[src/rtl/hzd_pkg.sv]
package hzd_pkg;

    // Per-cycle front-end control produced by the stall unit
    typedef struct packed {
        logic pc_we;     // program counter update enable
        logic fd_we;     // fetch/decode register update enable
        logic ctl_zero;  // zero the control bundle entering execute
    } hold_ctl_t;

    localparam hold_ctl_t HOLD_RUN   = '{pc_we: 1'b1, fd_we: 1'b1, ctl_zero: 1'b0};
    localparam hold_ctl_t HOLD_STALL = '{pc_we: 1'b0, fd_we: 1'b0, ctl_zero: 1'b1};

    // Map a stall decision onto the control bundle
    function automatic hold_ctl_t hold_from_stall(input logic stall);
        return stall ? HOLD_STALL : HOLD_RUN;
    endfunction

endpackage

[src/rtl/hzd_src_cmp.sv]
// One source-versus-load comparator; register 0 never matches.
module hzd_src_cmp #(
    parameter int IDX_W = 5
) (
    input  logic [IDX_W-1:0] src_idx,
    input  logic             src_used,
    input  logic [IDX_W-1:0] load_dst,
    input  logic             load_vld,
    output logic             hit
);
    localparam logic [IDX_W-1:0] ZERO_IDX = '0;

    logic idx_eq;
    logic nonzero;

    always_comb begin
        idx_eq  = (src_idx == load_dst);
        nonzero = (load_dst != ZERO_IDX);
        hit     = load_vld && src_used && nonzero && idx_eq;
    end
endmodule

[src/rtl/hzd_stall_merge.sv]
// Combines the per-source hits into the front-end control bundle.
module hzd_stall_merge
    import hzd_pkg::*;
#(
    parameter int NUM_SRC = 2
) (
    input  logic [NUM_SRC-1:0] hits,
    output hold_ctl_t          ctl
);
    logic any_hit;

    always_comb begin
        any_hit = |hits;
        ctl     = hold_from_stall(any_hit);
    end
endmodule

[src/rtl/hzd_load_use.sv]
module hzd_load_use
    import hzd_pkg::*;
#(
    parameter int IDX_W = 5
) (
    input  logic [IDX_W-1:0] dec_rs,
    input  logic [IDX_W-1:0] dec_rt,
    input  logic             dec_rs_used,
    input  logic             dec_rt_used,
    input  logic [IDX_W-1:0] ex_rt,
    input  logic             ex_mem_rd,
    output logic             pc_wr_en,
    output logic             fd_wr_en,
    output logic             ctl_zero
);
    localparam int NUM_SRC = 2;

    logic [NUM_SRC-1:0][IDX_W-1:0] src_idx;
    logic [NUM_SRC-1:0]            src_used;
    logic [NUM_SRC-1:0]            src_hit;
    hold_ctl_t                     ctl;

    always_comb begin
        src_idx[0]  = dec_rs;
        src_idx[1]  = dec_rt;
        src_used[0] = dec_rs_used;
        src_used[1] = dec_rt_used;
    end

    for (genvar g = 0; g < NUM_SRC; g++) begin : g_src
        hzd_src_cmp #(.IDX_W(IDX_W)) u_cmp (
            .src_idx  (src_idx[g]),
            .src_used (src_used[g]),
            .load_dst (ex_rt),
            .load_vld (ex_mem_rd),
            .hit      (src_hit[g])
        );
    end

    hzd_stall_merge #(.NUM_SRC(NUM_SRC)) u_merge (
        .hits (src_hit),
        .ctl  (ctl)
    );

    always_comb begin
        pc_wr_en = ctl.pc_we;
        fd_wr_en = ctl.fd_we;
        ctl_zero = ctl.ctl_zero;
    end
endmodule

[config.mk]
export PLATFORM = sky130hd
export DESIGN_NAME = hzd_load_use
export DESIGN_NICKNAME = d
export VERILOG_FILES = /design/src/rtl/hzd_pkg.sv /design/src/rtl/hzd_src_cmp.sv /design/src/rtl/hzd_stall_merge.sv /design/src/rtl/hzd_load_use.sv
export SDC_FILE = /design/constraint.sdc
export NUM_CORES = 1
export LEC_CHECK = 0
export BUFFER_PORTS_ARGS = -buffer_cell sky130_fd_sc_hd__buf_2
export CAP_MARGIN = 0
export CORE_AREA = 4 4 41 43
export DETAILED_ROUTE_END_ITERATION = 10
export DIE_AREA = 0 0 45 47
export MAX_ROUTING_LAYER = met4
export REMOVE_ABC_BUFFERS = 1
export SLEW_MARGIN = 20
export SYNTH_ARGS = -nofsm -noshare
export SYNTH_HDL_FRONTEND = slang
export SYNTH_HIERARCHICAL = 1
export SYNTH_SLANG_ARGS = --single-unit
[constraint.sdc]
create_clock -name vclk -period 2.8
set_input_delay 0.56 -clock vclk [all_inputs]
set_output_delay 0.56 -clock vclk [all_outputs]
set_load 0.03 [all_outputs]
### Word level (Yosys, flattened, before mapping)

Index checks and enable logic that the tools add are counted.

* equal/unequal tests: 2
* multiplexer cells: 1
* reductions and logical operators: 8

Operators with widths (number)
* $eq A5 B5 Y1: 2
* $logic_and A1 B1 Y1: 6
* $reduce_bool A5 Y1: 1
* $mux W3: 1
* $reduce_or A2 Y1: 1

* register bits: 0
* bits of input ports: 18
* word-level logic and storage cells: 11

### Depth between registers and ports, before layout

* depth in word-level cells: 5
* mapped depth: 5
* gate-level depth less buffers: 4

### Hierarchy

The synthesis kept the hierarchy.

By module, submodules not included
* hzd_src_cmp: times used 2, cells each 10, area an instance 76.3 um^2, seq. area each 0.0 um^2
* hzd_stall_merge: times used 1, cells each 4, area an instance 25.0 um^2, seq. area each 0.0 um^2

### Worst setup path after synthesis

No wires, ideal clock.

* path type: in2out
* start point: input port ex_rt[3]
* end point: output port pc_wr_en
* data arrival time: 1.739 ns
* required time: 2.240 ns
* setup slack: 0.501 ns
* stages on the path: 5
* path through: nor4_1 o21ai_0 nor3b_2 nor2_1 buf_4

* cells in the longest elaborated chain, start to end: 5
* elaborated cells on any way between the ends: 9
* those cells by class: 2 x eq/ne; 1 x mux; 6 x reduce/logical

RTL lines
* from (decl): RTL line hzd_load_use.sv:10 `input logic [IDX_W-1:0] ex_rt,`
* $reduce_bool A5 Y1: RTL line hzd_src_cmp.sv:18 `nonzero = (load_dst != ZERO_IDX);`
* $logic_and A1 B1 Y1: RTL line hzd_src_cmp.sv:19 `hit = load_vld && src_used && nonzero && idx_eq;`
* $logic_and A1 B1 Y1 *: RTL line hzd_src_cmp.sv:19
* via src_hit[1]: RTL line hzd_load_use.sv:20 `logic [NUM_SRC-1:0] src_hit;`
* $reduce_or A2 Y1 *: RTL line hzd_stall_merge.sv:13 `any_hit = |hits;`
* $mux W3 *: RTL line hzd_pkg.sv:15 `return stall ? HOLD_STALL : HOLD_RUN;`
* to (decl): RTL line hzd_load_use.sv:12 `output logic pc_wr_en,`

The timed path passes the listed nets; every way through them passes the cells marked *.

### Final worst setup path

* start point: input port ex_rt[3]
* end point: output port ctl_zero

* cells in the longest elaborated chain, start to end: 5
* elaborated cells on any way between the ends: 9
* those cells by class: 2 x eq/ne; 1 x mux; 6 x reduce/logical

RTL lines
* $reduce_bool A5 Y1: RTL line hzd_src_cmp.sv:18
* $logic_and A1 B1 Y1: RTL line hzd_src_cmp.sv:19
* $logic_and A1 B1 Y1 *: RTL line hzd_src_cmp.sv:19
* via src_hit[0]: RTL line hzd_load_use.sv:20
* $reduce_or A2 Y1 *: RTL line hzd_stall_merge.sv:13
* $mux W3 *: RTL line hzd_pkg.sv:15
* to (decl): RTL line hzd_load_use.sv:14 `output logic ctl_zero`

Marked as above.

==> flow_summary.json <==
{
  "status": "completed",
  "drc": 0,
  "intPower_mw": 0.02010,
  "pwr-share-seq_pct": 0,
  "startpoint_type": "primary input",
  "placed_area_sq_um": 286.5,
  "finalNonFillerCells": 58,
  "io_buffers": 21,
  "powerDensity_nw_per_um2": 127.0,
  "setup_viol": 0,
  "grt_pass1_vias": 216,
  "clockPowerShare_pct": 0,
  "layout-drive-gt1-share_pct": 53.49,
  "finalInstanceArea_sq_um": 286.5,
  "grt.total_usage_pct": 5.037,
  "register_area_sq_um": 0,
  "nets": 63,
  "slew_headroom_pct": 84.54,
  "rows": 13,
  "nFlopsAndLatches": 0,
  "yosysSeqAreaShare_pct": 0,
  "cp_data_required_time_ns": 2.24,
  "ir_drop_v": 0.00002597,
  "critical-path-slowest-cell": "nor4_1",
  "max_stage_delay_ns": 0.27,
  "synthCells": 24,
  "synth_area_leaders": "xnor2_1 (39%), nor3b_2 (14%), o2111ai_1 (9.9%), buf_4 (8.5%), nor4_1 (7.0%)",
  "vias": 227,
  "io_pins": 21,
  "post_drt_wl_per_cell_microns": 9.224,
  "core_area_sq_um": 1301,
  "grt_max_degree": 5,
  "die_y_microns": 47,
  "initial_core_util_pct": 13.65,
  "period_needed_ns": 2.151,
  "antenna_found_initial": 0,
  "cp_data_arrival_time_ns": 1.59,
  "diodes": 0,
  "power_leakage_nw": 0.1247,
  "die_area_sq_um": 2115,
  "sw_frac_of_total_pct": 44.76,
  "rsz0062_at_grt": "no",
  "ctsResizeCount": 0,
  "hold_viol": 0,
  "netSwitchingPower_mw": 0.01628,
  "p_comb_share_pct": 100.0,
  "wl_microns": 535,
  "tightest_slew_ns": 0.2298,
  "dpl.cell_count": 58,
  "dr.pass1.iters": 2,
  "synth_top_area_share_pct": 39.44,
  "synth_top_area_cell": "xnor2_1",
  "grt_pass1_wl_microns": 814,
  "finalCritPeriodShare_pct": 76.83,
  "die_w_microns": 45,
  "viasPerCell": 3.914,
  "fmax_mhz": 464.8,
  "ys_warn_count": 6,
  "cts_setup_buffers": 0,
  "cp-end-kind": "output port",
  "syn_area_sq_um": 177.7,
  "gp_congestion": 0.7006,
  "finalMaxSlewViolations": 0,
  "final.setup.tns_ns": 0,
  "clock_buffers": 0,
  "ys_types": 10,
  "cp_max_fo": 4,
  "gr-total-overflow": 0,
  "cp_cell_sequence": "buf_2 > nor4_1 > o21ai_0 > nor3b_2 > or2_1 > buf_2",
  "holdCritPathClass": "in2out",
  "cp_common_cell": "buf_2",
  "ant_nets": 0,
  "max-cap-violations": 0,
  "drt_iter0_markers": 1,
  "path_class": "in2out",
  "syn2layout_area_growth_pct": 61.27,
  "syn_area_per_cell_sq_um": 7.403,
  "synthMostInstantiatedCell": "xnor2_1",
  "ctsHoldBuffers": 0
}
==> final cells by class <==
type	count	area [sq um]
fill	163	1015
inverter	2	7.507
multi-input combinational	20	155.1
tap	15	18.77
timing repair buffer	21	105.1
==> power by group through the flow <==
stage               clock network (mW)  registers [mW]  logic (mW)
floorplan                            0               0      0.0176
finish                               0               0      0.0364
CTS                                  0               0      0.0370
global placement                     0               0      0.0366
global route                         0               0      0.0400
detailed placement                   0               0      0.0368
==> per-stage QoR <==
step | utilization, % | total power, mW | hold WS (ns) | worst slack, ns
after floorplan | - | 0.01757 | 1.554 | 0.4333
after CTS | 22.02 | 0.03696 | 1.657 | 0.6369
after global routing | 22.02 | 0.04003 | 1.716 | 0.5477
final | 22.02 | 0.03638 | 1.652 | 0.6486
after detailed placement | 22.02 | 0.03684 | 1.656 | 0.6363
after global placement | 22.02 | 0.03662 | 1.655 | 0.6087
==> critical path, delay by kind of cell <==
kind	cells	cell delay, ns
buf+inv	2	0.30
simple gates	3	0.63
compound gates	1	0.10
==> routing by layer <==
metal | routed length, microns | global-route usage, % | vias to the layer above | part of all wire [%]
met1 | 209 | 7.191 | 92 | 39
li1 | - | - | 124 | -
met2 | 255 | 8.475 | 11 | 48
met3 | 71 | 0 | 0 | 13
met4 | 0 | 0 | 0 | 0
met5 | 0 | - | - | 0
==> path summary, 6_finish.rpt <==
path | from | endpoint | slack, ns | depth (start not counted)
worst max-delay path | ex_rt[3] | ctl_zero | 0.65 | 6
worst min-delay path | dec_rs_used | fd_wr_en | 1.65 | 5
==> cells in the final DEF (no fill, tap or decap) <==
cell	instances
xnor2_1	8
nor2_1	1
buf_2	21
inv_1	2
o2111ai_1	2
nand3_1	2
nor3b_2	2
o21ai_0	2
nor4_1	2
or2_1	1
==> cell families (layout without fill, tap and decap cells) <==
logic type,Yosys count,count (layout),share of synthesized area [%]
AO/OA/AOI/OAI,4,4,15.49
buffers and inverters,4,23,12.68
XOR/XNOR,8,8,39.44
AND/OR/NAND/NOR,8,8,32.39
No activity file was read; power rests on OpenSTA's default activity.
